File: src/rtl/acc_alu_pkg.sv
package acc_alu_pkg;
  localparam int DW = 8;
  localparam int NW = DW / 2;
  localparam int FW = 3;
  localparam int F_CY = 2;
  localparam int F_AC = 1;
  localparam int F_OV = 0;

  typedef enum logic [3:0] {
    OP_ADD  = 4'd0,
    OP_ADDC = 4'd1,
    OP_SUBB = 4'd2,
    OP_AND  = 4'd3,
    OP_OR   = 4'd4,
    OP_XOR  = 4'd5,
    OP_MUL  = 4'd6,
    OP_DIV  = 4'd7,
    OP_DADJ = 4'd8,
    OP_ROL  = 4'd9,
    OP_ROLC = 4'd10,
    OP_ROR  = 4'd11,
    OP_RORC = 4'd12,
    OP_SWAP = 4'd13,
    OP_XLO  = 4'd14,
    OP_CMP  = 4'd15
  } op_e;
endpackage

File: src/rtl/acc_addsub.sv
module acc_addsub
  import acc_alu_pkg::*;
(
  input  logic [DW-1:0] a,
  input  logic [DW-1:0] b,
  input  logic          cin,
  input  logic          sub,
  output logic [DW-1:0] res,
  output logic          cy,
  output logic          ac,
  output logic          ov
);
  logic [DW-1:0] bx;
  logic          ci;
  logic [DW:0]   sum;
  logic [NW:0]   low;

  always_comb begin
    bx  = sub ? ~b : b;
    ci  = sub ? ~cin : cin;
    sum = {1'b0, a} + {1'b0, bx} + {{DW{1'b0}}, ci};
    low = {1'b0, a[NW-1:0]} + {1'b0, bx[NW-1:0]} + {{NW{1'b0}}, ci};
    res = sum[DW-1:0];
    cy  = sub ? ~sum[DW] : sum[DW];
    ac  = sub ? ~low[NW] : low[NW];
    ov  = (a[DW-1] == bx[DW-1]) && (sum[DW-1] != a[DW-1]);
  end
endmodule

File: src/rtl/acc_muldiv.sv
module acc_muldiv
  import acc_alu_pkg::*;
(
  input  logic [DW-1:0] a,
  input  logic [DW-1:0] b,
  output logic [DW-1:0] mul_lo,
  output logic [DW-1:0] mul_hi,
  output logic          mul_ov,
  output logic [DW-1:0] div_q,
  output logic [DW-1:0] div_r,
  output logic          div_ov
);
  logic [2*DW-1:0] prod;
  logic [DW-1:0]   dvsr;
  logic            zero_b;

  always_comb begin
    prod   = {{DW{1'b0}}, a} * {{DW{1'b0}}, b};
    mul_lo = prod[DW-1:0];
    mul_hi = prod[2*DW-1:DW];
    mul_ov = |mul_hi;
    zero_b = (b == '0);
    dvsr   = zero_b ? {{(DW-1){1'b0}}, 1'b1} : b;
    div_q  = zero_b ? '0 : a / dvsr;
    div_r  = zero_b ? '0 : a % dvsr;
    div_ov = zero_b;
  end
endmodule

File: src/rtl/acc_bitops.sv
module acc_bitops
  import acc_alu_pkg::*;
(
  input  logic [DW-1:0] a,
  input  logic [DW-1:0] b,
  input  logic          cin,
  input  logic          acin,
  output logic [DW-1:0] rol,
  output logic [DW-1:0] ror,
  output logic [DW-1:0] rolc,
  output logic [DW-1:0] rorc,
  output logic [DW-1:0] swp,
  output logic [DW-1:0] xlo_a,
  output logic [DW-1:0] xlo_b,
  output logic [DW-1:0] da_res,
  output logic          da_cy,
  output logic          lt
);
  logic          lo_fix, hi_fix, c1;
  logic [DW:0]   t1, t2;

  always_comb begin
    rol   = {a[DW-2:0], a[DW-1]};
    ror   = {a[0], a[DW-1:1]};
    rolc  = {a[DW-2:0], cin};
    rorc  = {cin, a[DW-1:1]};
    swp   = {a[NW-1:0], a[DW-1:NW]};
    xlo_a = {a[DW-1:NW], b[NW-1:0]};
    xlo_b = {b[DW-1:NW], a[NW-1:0]};
    lt    = a < b;

    lo_fix = (a[NW-1:0] > 4'd9) || acin;
    t1     = {1'b0, a} + (lo_fix ? 9'd6 : 9'd0);
    c1     = cin | t1[DW];
    hi_fix = (t1[DW-1:NW] > 4'd9) || c1;
    t2     = {1'b0, t1[DW-1:0]} + (hi_fix ? 9'h060 : 9'd0);
    da_res = t2[DW-1:0];
    da_cy  = c1 | t2[DW];
  end
endmodule

File: src/rtl/acc_alu.sv
module acc_alu
  import acc_alu_pkg::*;
(
  input  logic          clk,
  input  logic          rst_n,
  input  logic          in_valid,
  output logic          in_ready,
  input  logic [3:0]    in_op,
  input  logic [7:0]    in_a,
  input  logic [7:0]    in_b,
  input  logic [2:0]    in_flags,
  output logic          out_valid,
  input  logic          out_ready,
  output logic [7:0]    out_a,
  output logic [7:0]    out_b,
  output logic [2:0]    out_flags,
  output logic [2:0]    out_we
);
  op_e           op;
  logic          cin, acin, take;
  logic [DW-1:0] as_res;
  logic          as_cy, as_ac, as_ov, as_sub, as_cin;
  logic [DW-1:0] m_lo, m_hi, d_q, d_r;
  logic          m_ov, d_ov;
  logic [DW-1:0] rol, ror, rolc, rorc, swp, xlo_a, xlo_b, da_res;
  logic          da_cy, lt;
  logic [DW-1:0] nx_a, nx_b;
  logic [FW-1:0] nx_f, nx_we, nx_out;

  assign op     = op_e'(in_op);
  assign cin    = in_flags[F_CY];
  assign acin   = in_flags[F_AC];
  assign as_sub = (op == OP_SUBB);
  assign as_cin = (op == OP_ADD) ? 1'b0 : cin;

  acc_addsub u_as (
    .a(in_a), .b(in_b), .cin(as_cin), .sub(as_sub),
    .res(as_res), .cy(as_cy), .ac(as_ac), .ov(as_ov)
  );

  acc_muldiv u_md (
    .a(in_a), .b(in_b), .mul_lo(m_lo), .mul_hi(m_hi), .mul_ov(m_ov),
    .div_q(d_q), .div_r(d_r), .div_ov(d_ov)
  );

  acc_bitops u_bo (
    .a(in_a), .b(in_b), .cin(cin), .acin(acin),
    .rol(rol), .ror(ror), .rolc(rolc), .rorc(rorc), .swp(swp),
    .xlo_a(xlo_a), .xlo_b(xlo_b), .da_res(da_res), .da_cy(da_cy), .lt(lt)
  );

  always_comb begin
    nx_a  = in_a;
    nx_b  = in_b;
    nx_f  = in_flags;
    nx_we = 3'b000;
    unique case (op)
      OP_ADD, OP_ADDC, OP_SUBB: begin
        nx_a  = as_res;
        nx_f  = {as_cy, as_ac, as_ov};
        nx_we = 3'b111;
      end
      OP_AND:  nx_a = in_a & in_b;
      OP_OR:   nx_a = in_a | in_b;
      OP_XOR:  nx_a = in_a ^ in_b;
      OP_MUL: begin
        nx_a  = m_lo;
        nx_b  = m_hi;
        nx_f  = {1'b0, acin, m_ov};
        nx_we = 3'b101;
      end
      OP_DIV: begin
        nx_a  = d_q;
        nx_b  = d_r;
        nx_f  = {1'b0, acin, d_ov};
        nx_we = 3'b101;
      end
      OP_DADJ: begin
        nx_a        = da_res;
        nx_f[F_CY]  = da_cy;
        nx_we       = 3'b100;
      end
      OP_ROL:  nx_a = rol;
      OP_ROR:  nx_a = ror;
      OP_ROLC: begin
        nx_a       = rolc;
        nx_f[F_CY] = in_a[DW-1];
        nx_we      = 3'b100;
      end
      OP_RORC: begin
        nx_a       = rorc;
        nx_f[F_CY] = in_a[0];
        nx_we      = 3'b100;
      end
      OP_SWAP: nx_a = swp;
      OP_XLO: begin
        nx_a = xlo_a;
        nx_b = xlo_b;
      end
      OP_CMP: begin
        nx_f[F_CY] = lt;
        nx_we      = 3'b100;
      end
      default: ;
    endcase
    nx_out = (nx_we & nx_f) | (~nx_we & in_flags);
  end

  assign in_ready = !out_valid || out_ready;
  assign take     = in_valid && in_ready;

  always_ff @(posedge clk or negedge rst_n) begin
    if (!rst_n) begin
      out_valid <= 1'b0;
      out_a     <= '0;
      out_b     <= '0;
      out_flags <= '0;
      out_we    <= '0;
    end else if (take) begin
      out_valid <= 1'b1;
      out_a     <= nx_a;
      out_b     <= nx_b;
      out_flags <= nx_out;
      out_we    <= nx_we;
    end else if (out_ready) begin
      out_valid <= 1'b0;
    end
  end
endmodule

File: config.mk
export PLATFORM = sky130hd
export DESIGN_NAME = acc_alu
export DESIGN_NICKNAME = d
export VERILOG_FILES = /design/src/rtl/acc_alu_pkg.sv /design/src/rtl/acc_addsub.sv /design/src/rtl/acc_muldiv.sv /design/src/rtl/acc_bitops.sv /design/src/rtl/acc_alu.sv
export SDC_FILE = /design/constraint.sdc
export NUM_CORES = 1
export LEC_CHECK = 0
export BUFFER_PORTS_ARGS = -buffer_cell sky130_fd_sc_hd__buf_2
export CAP_MARGIN = 10
export CORE_MARGIN = 1.5
export CORE_UTILIZATION = 53
export DETAILED_ROUTE_END_ITERATION = 8
export PLACE_DENSITY = 0.72
export SLEW_MARGIN = 20
export SYNTH_ARGS = -nofsm -noshare
export SYNTH_HDL_FRONTEND = slang
export SYNTH_SLANG_ARGS = --single-unit
File: constraint.sdc
create_clock -name clk -period 2 [get_ports clk]
set_clock_uncertainty 0.15 [all_clocks]
set_input_delay 0.2 -clock clk [delete_from_list [all_inputs] [get_ports clk]]
set_output_delay 0.2 -clock clk [all_outputs]
set_load 0.005 [all_outputs]
# Yosys cells after proc, flatten, opt, wreduce, memory -nomap -nowiden
# Cells that the tools add are included.
# totals
regBits	23
output_inout_bits	24
# classes
add_sub_neg	6
mul	1
div	2
magnitude_cmp	3
n_eq_ne	17
muxes	17
n_bitwise	13
n_reduce_logical	13
# ops
op	n
$pmux W8 S13	1
$eq A4 B4 Y1 const B	8
$mux W8	4
$pmux W8 S3	1
$add A8 B9 Y9	2
$eq A4 B3 Y1 const B	4
$mul A8 B8 Y16	1
$add A8 B8 Y9	1
$add A9 B1 Y9	1
$pmux W3 S3	1
$and A8 B8 Y8	1
$div A8 B8 Y8	1
$eq A4 B2 Y1 const B	2
$gt A4 B4 Y1 const B	2
$logic_not A8 Y1	1
$lt A8 B8 Y1	1
$mod A8 B8 Y8	1
$not A8 Y8	1
$or A8 B8 Y8	1
$reduce_or A8 Y1	1
$xor A8 B8 Y8	1
$mux W7	1
$and A3 B3 Y3	2
$mux W1	6
other kinds (20)	26

# Longest topological paths before layout
# Gate-level depths: netlist of run 1.
# logic_depth
word_depth	12
depth_mapped	51
mapped_depth_nobuf	49

# By module
# From an unflattened synthesis of run 1, not the netlist that was laid out.
# unflattened
hier_cells	1066
area_unflattened_um2	8027.7
# by_module_without_submodules
module	instances	cells_per_inst	area_each_um2
acc_muldiv	1	555	4080.2
acc_alu	1	349	2656.3
acc_bitops	1	112	867.1
acc_addsub	1	50	424.2

# Worst setup path before layout of run 1
# No wires, ideal clock.
# synth_timing
path_type	input-to-reg
from	in in_b[4]
to	reg out_b[4]
t_arrival_ps	10645
required_ps	1768
path_slack_ps	-8877
stages	49
path_cell_list	buf_6 nor4_2 buf_2 a21oi_1 ha_1 nor4b_1 o311ai_0 and2_1 ha_1 nand2_1 a2111oi_2 or2_2 mux2_2 ha_1 a21o_1 a21o_1 o21ai_0 a31oi_1 (+13 left out) inv_1 ha_1 and4_1 o211ai_1 o211ai_1 a31oi_4 inv_2 o21ai_0 o21a_1 ha_1 nor2b_1 o21ai_0 a21boi_0 o31ai_1 a21oi_1 or2_2 a211o_1 a31oi_1
# synth_via
elab_chain_len	5
# synth_lines
element	line	text
from (decl)	acc_alu.sv:10	input logic [7:0] in_b,
$logic_not A8 Y1	acc_muldiv.sv:22	zero_b = (b == '0);
$mux W8	acc_muldiv.sv:23	dvsr = zero_b ? {{(DW-1){1'b0}}, 1'b1} : b;
$mod A8 B8 Y8	acc_muldiv.sv:25	div_r = zero_b ? '0 : a % dvsr;
$mux W8	acc_muldiv.sv:25	
$pmux W8 S3 (*)	acc_alu.sv:57	unique case (op)
to (signal assigned)	acc_alu.sv:122	out_b <= nx_b;
to (decl)	acc_alu.sv:15	output logic [7:0] out_b,
# Mark *: on every way between the ends. The rest lies on a longest branch, timed or not.
# A chain may end at the register's enable or synchronous reset.

# Worst setup path in the final report of run 1
# layout_timing
from	in in_b[5]
to	reg out_b[0]
# The elaborated chain is that of the path after synthesis.

==> reports/qor.log, run 1 <==
[detailed_routing] routed length on met2 14910 um
[place] Setup Slack @ Placement -8.075 ns
[global_routing] final global-route overflow total 0
[place] number of instances in the placed design 1415
[place] half-perimeter wire length after placement 22410 um
[global_routing] global-route usage over all layers 43.06%
[timing] fraction of the cycle the final worst path needs 501.9%
[timing] actual slew at the worst max-slew pin 0.5949 ns
[outcome] result of the run finished with violations
[final_layout] sequential cell area in the final layout 575.6 um2
[final_layout] number of fillers in the final layout 690
[detailed_routing] drt first pass iters 6
[global_routing] number of global-route vias before repair 9298
[synthesis] mean post-synth cell area 7.584 um2
[detailed_routing] detailed-routing wirelength on met1 11880 um
[final_layout] fraction of final layout cells with drive strength greater than 1 43.85%
[clock_tree] worst-skew pair later-pin latency 0.26 ns
[critical_path] CP max stage cell sky130_fd_sc_hd__ha_1
[final_layout] net count reported at finish 1464
[synthesis] Synth Cell Area 7243 um2
[die] Core Region 13300 um2
[die] total die area 14380 um2
[final_layout] multi-input combinational cell area 7082 um2
[final_layout] synthesis-to-layout area growth 56.12%
[timing] final critical-path required period 10.04 ns
[timing] total count of max-transition violations in the final report 0
[global_routing] antenna violations before repair 2
[synthesis] Post-synth EDFFs 0
[final_layout] final std cells w/o fill 1471
[synthesis] synthesized netlist net count 1125
[global_routing] largest net degree at the start of global routing 43
[critical_path] WP data arrival 10.01 ns
[synthesis] Synth Register Bits 23
[clock_tree] clock transition at the register clock pins on the worst setup and hold paths after CTS 0.06 ns
[clock_tree] CTS tree built
[timing] Final TNS setup -99.77 ns
[detailed_routing] DRC violation total after the first TritonRoute iteration 1281
[timing] maximum operating frequency 99.62 MHz
[place] number of buffers added on ports 50
[detailed_routing] count of nets left with antenna violations after detail routing 0
[clock_tree] clock tree root buffer cell sky130_fd_sc_hd__clkbuf_16
[critical_path] CP max FO 7
[detailed_routing] Final Routed Wirelength 34050 um
[pwr] switch share 47.80%
[timing] unrepaired setup endpoints after global routing true
[timing] number of failing setup endpoints in the final timing report 20
[critical_path] CP max stage delay 0.42 ns
[timing] setup slack of the critical path after layout -8.038 ns
[detailed_routing] top layer used by detailed routing met4
[detailed_routing] DRC violation count after routing 0
[pwr] part of the power in registers 7.6%
[outcome] failing checks setup timing
[place] Routability Congestion 1.027
[critical_path] category of the worst setup path capture point flip-flop
[clock_tree] clk sink count 23
[die] effective utilization at floorplan 54.48%
[clock_tree] H-tree depth 1
[synthesis] number of warnings printed during yosys synthesis 0
[flow_run] count of maximum capacitance violations 0
[clock_tree] Bufs on Longest Clock Path 2
[die] number of placement rows 42
[synthesis] Netlist cell types 89
[hold_path] worst min-delay path class in2reg
[synthesis] sequential fraction of the synthesis area 7.946%
[pwr] combinational power share 86.8%
[synthesis] main flop type after synthesis sky130_fd_sc_hd__dfrtp_1
[critical_path] Setup CP Type in2reg
[clock_tree] number of buffers added by the clock tree synthesis step 3
[detailed_routing] average via count per standard cell 6.542
[die] Die X 119.9 um
[die] number of ports placed on the die boundary 51
[critical_path] element type at the critical path start primary input
[global_routing] first-pass GRT wire length 48650 um
[pwr] clock share of power 5.6%
[detailed_routing] wire length on met3 4324 um
[hold_path] hold-critical path depth 2
[timing] remaining max-slew budget at the tightest pin 60.06%
[synthesis] Mapped Cells 955
[detailed_routing] routed wire length per instance 23.15 um
[critical_path] cell depth of the worst flop-to-flop path 6
[pwr] Static Leak 0.005356 uW
[synthesis] Async S/R FF share, synth 100.0%
[pwr] power density over cell area 688.1 nW/um2
[critical_path] worst path required time 1.97 ns
[detailed_routing] total number of vias 9623
[pwr] internal power contribution 4062 uW
[pwr] switching power summed over all nets 3720 uW
[die] die height 119.9 um
[pwr] peak ir drop on the vdd network 1.115 mV
[timing] number of hold-slack violations in the final timing report 0
-- cell usage in the layout, fill, tap and decap left out, types with 6 or more instances in the layout --
| master | synthesis | final |
|---|---|---|
| sky130_fd_sc_hd__buf_4 | 0 | 302 |
| sky130_fd_sc_hd__nand2_1 | 101 | 94 |
| sky130_fd_sc_hd__nor2_1 | 92 | 84 |
| sky130_fd_sc_hd__ha_1 | 102 | 78 |
| sky130_fd_sc_hd__inv_1 | 86 | 73 |
| sky130_fd_sc_hd__buf_2 | 2 | 44 |
| sky130_fd_sc_hd__fa_1 | 41 | 33 |
| sky130_fd_sc_hd__o21ai_0 | 57 | 32 |
| sky130_fd_sc_hd__a21oi_1 | 46 | 31 |
| sky130_fd_sc_hd__xnor2_1 | 32 | 25 |
| sky130_fd_sc_hd__dfrtp_1 | 23 | 23 |
| sky130_fd_sc_hd__nor3_1 | 25 | 19 |
| sky130_fd_sc_hd__a31oi_1 | 19 | 19 |
| sky130_fd_sc_hd__ha_4 | 0 | 19 |
| sky130_fd_sc_hd__buf_6 | 2 | 19 |
| sky130_fd_sc_hd__o21a_1 | 18 | 18 |
| sky130_fd_sc_hd__a21o_1 | 17 | 17 |
| sky130_fd_sc_hd__o21ai_1 | 1 | 16 |
| sky130_fd_sc_hd__a21oi_2 | 4 | 15 |
| sky130_fd_sc_hd__o22ai_1 | 16 | 15 |
| sky130_fd_sc_hd__inv_2 | 2 | 14 |
| sky130_fd_sc_hd__o211ai_1 | 13 | 13 |
| sky130_fd_sc_hd__nand3_1 | 13 | 12 |
| sky130_fd_sc_hd__xor2_1 | 12 | 11 |
| sky130_fd_sc_hd__buf_12 | 0 | 9 |
| sky130_fd_sc_hd__a211oi_2 | 2 | 8 |
| sky130_fd_sc_hd__nor2b_1 | 9 | 8 |
| sky130_fd_sc_hd__a22oi_1 | 12 | 8 |
| sky130_fd_sc_hd__fa_2 | 0 | 8 |
| sky130_fd_sc_hd__o21ai_2 | 1 | 7 |
| sky130_fd_sc_hd__or3_1 | 8 | 7 |
| sky130_fd_sc_hd__o21bai_1 | 7 | 7 |
| sky130_fd_sc_hd__and2_1 | 8 | 7 |
| sky130_fd_sc_hd__nand2b_1 | 6 | 6 |
| sky130_fd_sc_hd__xnor2_2 | 0 | 6 |
-- synthesized netlist by cell type, drive strengths merged (4+ instances only) --
| cell | instances | area [um2] |
|---|---|---|
| ha | 102 | 1276 |
| nand2 | 101 | 379.1 |
| nor2 | 92 | 345.3 |
| inv | 88 | 330.3 |
| o21ai | 59 | 299.0 |
| a21oi | 50 | 265.3 |
| fa | 41 | 820.8 |
| clkbuf | 35 | 151.4 |
| xnor2 | 32 | 280.3 |
| nor3 | 28 | 161.4 |
| dfrtp | 23 | 575.6 |
| a31oi | 20 | 140.1 |
| o21a | 19 | 143.9 |
| a21o | 17 | 127.6 |
| o22ai | 16 | 100.1 |
| a211oi | 13 | 107.6 |
| nand3 | 13 | 65.06 |
| o211ai | 13 | 97.59 |
| a22oi | 12 | 90.09 |
| xor2 | 12 | 105.1 |
| buf | 11 | 58.81 |
| a221oi | 10 | 87.58 |
| and2 | 10 | 66.32 |
| clkinv | 9 | 33.78 |
| nor2b | 9 | 56.30 |
| or3 | 9 | 57.56 |
| mux2i | 8 | 92.59 |
| o21bai | 7 | 52.55 |
| or2 | 7 | 43.79 |
| nand2b | 6 | 37.54 |
| o31ai | 6 | 45.04 |
| a21boi | 5 | 37.54 |
| a22o | 5 | 43.79 |
| nor4 | 5 | 37.53 |
| a221o | 4 | 40.04 |
| and4 | 4 | 35.03 |
| mux2 | 4 | 52.55 |
| o311ai | 4 | 52.56 |
| o32ai | 4 | 35.03 |
-- through the flow --
step	hold WS [ns]	instance area [um2]	util [%]	total power, uW
3_5_place_dp	0.04588	9905	74.50	5679
3_3_place_gp	0.04222	9905	74.50	5544
2_1_floorplan	-0.2456	7644	-	3360
6_report	0.01899	11310	85.06	7782
5_1_grt	0.03425	11310	85.06	8112
4_1_cts	0.02127	10920	82.10	7115
-- critical path, delay by kind of cell --
family                   cells  cell delay, ns
AND/OR/NAND/NOR              9            1.63
AO/OA/AOI/OAI               25            4.65
adder cells (fa/ha/maj)      7            1.91
buffers and inverters        7            0.98
multiplexers                 2            0.62
-- sequential cells by signal (all words and copies together), names as in the netlist --
signal / cells
out_b: 8
out_flags: 3
out_we: 3
out_a: 8
out_valid: 1
-- area by class of cell --
class	count	area share (%)
multi-input combinational	789	62.62
timing repair buffer	380	26.23
sequential	23	5.090
inverter	97	3.364
tap	176	1.947
clock buffer	4	0.6971
antenna	2	0.04426
-- power by group through the flow --
stage	clock, uW	sequential, uW	combinational (uW)
floorplan	0	606	2750
global placement	0	600	4940
detailed placement	0	603	5080
CTS	435	594	6090
global route	447	603	7060
finish	436	595	6750
-- what timing repair did --
action / CTS / global route
setup buffers: 37 / 14
hold buffers: 1 / 0
endpoints found under the hold margin: 23 / 0
endpoints found under the setup margin: 19 / 19
gates resized for setup: 151 / 60
pin swaps: 90 / 43
-- logic make-up after synthesis --
| kind of cell | after synthesis | share of synthesized area [%] |
|---|---|---|
| and+or+nand+nor | 296 | 19.05 |
| AOI/OAI and AO/OA | 293 | 28.49 |
| buffers and inverters | 143 | 7.929 |
| adders and majority gates | 143 | 28.95 |
| xor gates and xnor gates | 44 | 5.320 |
| DFF | 23 | 7.946 |
| muxes | 13 | 2.315 |
-- final timing paths --
path,from,endpoint,slack (ns)
max,in_b[5],out_b[0],-8.04
min,in_valid,out_valid,0.02
max reg2reg,out_valid,out_b[2],0.21
min reg2reg,out_a[2],out_a[2],0.33
max in group asynchronous,rst_n,out_a[0],1.06
min in group asynchronous,rst_n,out_we[2],0.30
-- layer usage --
layer	up-vias	global-route usage, %
met1	4440	52.63
met3	291	9.506
li1	4100	-
met2	792	71.21
met4	0	21.80
met5	-	0
Power figures use the tool's default switching activity.
==> run 2: changes to the inputs <==
Clock period 2 ns to 10.1 ns, I/O delays scaled along.
==> reports/qor.log, run 2 (synthesized netlist as in run 1, its figures left out) <==
[outcome] result of the run finished with violations
[outcome] failing checks setup timing
[critical_path] CP max stage cell sky130_fd_sc_hd__nor4_4
[detailed_routing] detailed-routing wirelength on met1 10930 um
[clock_tree] clock tree root buffer cell sky130_fd_sc_hd__clkbuf_16
[final_layout] sequential cell area in the final layout 575.6 um2
[critical_path] element type at the critical path start primary input
[detailed_routing] top layer used by detailed routing met4
[final_layout] synthesis-to-layout area growth 31.02%
[final_layout] leading cell type in the layout, fill and taps excluded sky130_fd_sc_hd__buf_4
[pwr] peak ir drop on the vdd network 0.1019 mV
[global_routing] final global-route overflow total 0
[timing] number of failing setup endpoints in the final timing report 9
[final_layout] number of fillers in the final layout 1022
[timing] final critical-path required period 10.45 ns
[global_routing] first-pass GRT wire length 41830 um
[global_routing] largest net degree at the start of global routing 44
[critical_path] worst path required time 10.15 ns
[clock_tree] worst-skew pair later-pin latency 0.27 ns
[timing] maximum operating frequency 95.69 MHz
[timing] actual slew at the worst max-slew pin 0.8642 ns
[final_layout] biggest registers after layout out_a x8, out_b x8
[pwr] switch share 49.17%
[global_routing] antenna violations before repair 0
[final_layout] most frequent cells in the layout sky130_fd_sc_hd__buf_4 (157), sky130_fd_sc_hd__nand2_1 (98), sky130_fd_sc_hd__nor2_1 (87), sky130_fd_sc_hd__ha_1 (87), sky130_fd_sc_hd__inv_1 (85)
[clock_tree] clock transition at the register clock pins on the worst setup and hold paths after CTS 0.07 ns
[pwr] power density over cell area 120.8 nW/um2
[final_layout] net count reported at finish 1300
[die] total die area 14380 um2
[die] die height 119.9 um
[detailed_routing] Final Routed Wirelength 27440 um
[timing] unrepaired setup endpoints after global routing true
[die] number of ports placed on the die boundary 51
[critical_path] WP data arrival 10.50 ns
[pwr] part of the power in registers 10.5%
[critical_path] CP max stage delay 0.36 ns
[flow_run] count of maximum capacitance violations 0
[pwr] clock share of power 7.9%
[place] number of buffers added on ports 50
[timing] remaining max-slew budget at the tightest pin 41.94%
[timing] total count of max-transition violations in the final report 0
[clock_tree] number of buffers added by the clock tree synthesis step 3
[clock_tree] CTS tree built
[detailed_routing] routed wire length per instance 21.03 um
[clock_tree] clk sink count 23
[timing] setup slack of the critical path after layout -0.3508 ns
[clock_tree] Bufs on Longest Clock Path 2
[die] number of placement rows 42
[detailed_routing] routed length on met2 11560 um
[place] half-perimeter wire length after placement 19810 um
[final_layout] fraction of final layout cells with drive strength greater than 1 28.96%
[clock_tree] H-tree depth 1
[global_routing] global-route usage over all layers 36.77%
[critical_path] cell depth of the worst flop-to-flop path 6
[timing] worst hold slack 0.3270 ns
[global_routing] number of global-route vias before repair 7802
[place] Setup Slack @ Placement -0.8026 ns
[pwr] internal power contribution 582.7 uW
[detailed_routing] DRC violation count after routing 0
[final_layout] multi-input combinational cell area 6700 um2
[detailed_routing] count of nets left with antenna violations after detail routing 0
[timing] fraction of the cycle the final worst path needs 103.5%
[critical_path] CP max FO 5
[critical_path] category of the worst setup path capture point flip-flop
[detailed_routing] total number of vias 8433
[detailed_routing] wire length on met3 3359 um
[detailed_routing] average via count per standard cell 6.462
[timing] number of hold-slack violations in the final timing report 0
[hold_path] hold-critical path depth 2
[die] Die X 119.9 um
[pwr] Static Leak 0.004415 uW
[hold_path] worst min-delay path class reg2reg
[pwr] switching power summed over all nets 563.7 uW
[pwr] combinational power share 81.6%
[final_layout] ant diodes 0
[die] Core Region 13300 um2
[detailed_routing] DRC violation total after the first TritonRoute iteration 1197
[die] effective utilization at floorplan 54.48%
[place] Routability Congestion 1.035
[timing] Final TNS setup -2.663 ns
[critical_path] Setup CP Type in2reg
[detailed_routing] drt first pass iters 5
[run 2: critical path: cells and delay by family]
| kind | cells | cell delay [ns] |
|---|---|---|
| buffers and inverters | 6 | 0.83 |
| AO/OA/AOI/OAI | 22 | 3.72 |
| XOR/XNOR | 1 | 0.21 |
| multiplexers | 2 | 0.62 |
| AND/OR/NAND/NOR | 12 | 2.09 |
| adder cells (fa/ha/maj) | 7 | 1.98 |
[run 2: routing by layer]
layer	track usage [%]	vias up
met5	0	-
met4	14.51	0
met3	7.510	139
met2	54.29	611
met1	52.47	3920
li1	-	3763
[run 2: power by group through the flow]
stage	Combinational, uW	Clock (uW)	Sequential (uW)
after floorplan	536	0	120
final	936	90.8	120
after CTS	866	90.0	119
after detailed placement	816	0	120
after global routing	1010	93.5	121
after global placement	802	0	120
[run 2: final cells by class]
class | instances | share of cell area, %
multi-input cells | 789 | 70.60
well taps | 176 | 2.320
flip-flops and latches | 23 | 6.065
repair buffers | 216 | 16.30
clock inverters | 1 | 0.05274
inverters | 97 | 3.876
clock buffers | 3 | 0.7910
[run 2: repair_timing]
item                                    4_1_cts  5_1_grt
setup buffers                                23       15
endpoints found under the setup margin        9        9
hold buffers                                  0        0
cloned                                        0        0
pin swaps                                    52       30
gates resized for setup                      39       43
[run 2: through the flow]
stage	area, um2	cells	util [%]	total power [uW]
global route	9490	1305	71.38	1226
global placement	8710	1265	65.51	922.0
finish	9490	1305	71.38	1146
detailed placement	8710	1265	65.51	936.5
CTS	9159	1291	68.89	1075
floorplan	7476	955	-	656.3
[run 2: path summary, 6_finish.rpt]
check                               start        to  slack [ns]
worst max-delay path              in_b[5]  out_b[7]       -0.35
worst min-delay path             out_a[3]  out_a[3]        0.33
worst max register to register  out_valid  out_b[2]        7.75
worst min register to register   out_a[3]  out_a[3]        0.33
max in group asynchronous           rst_n  out_b[1]        8.83
min in group asynchronous           rst_n  out_a[7]        0.58
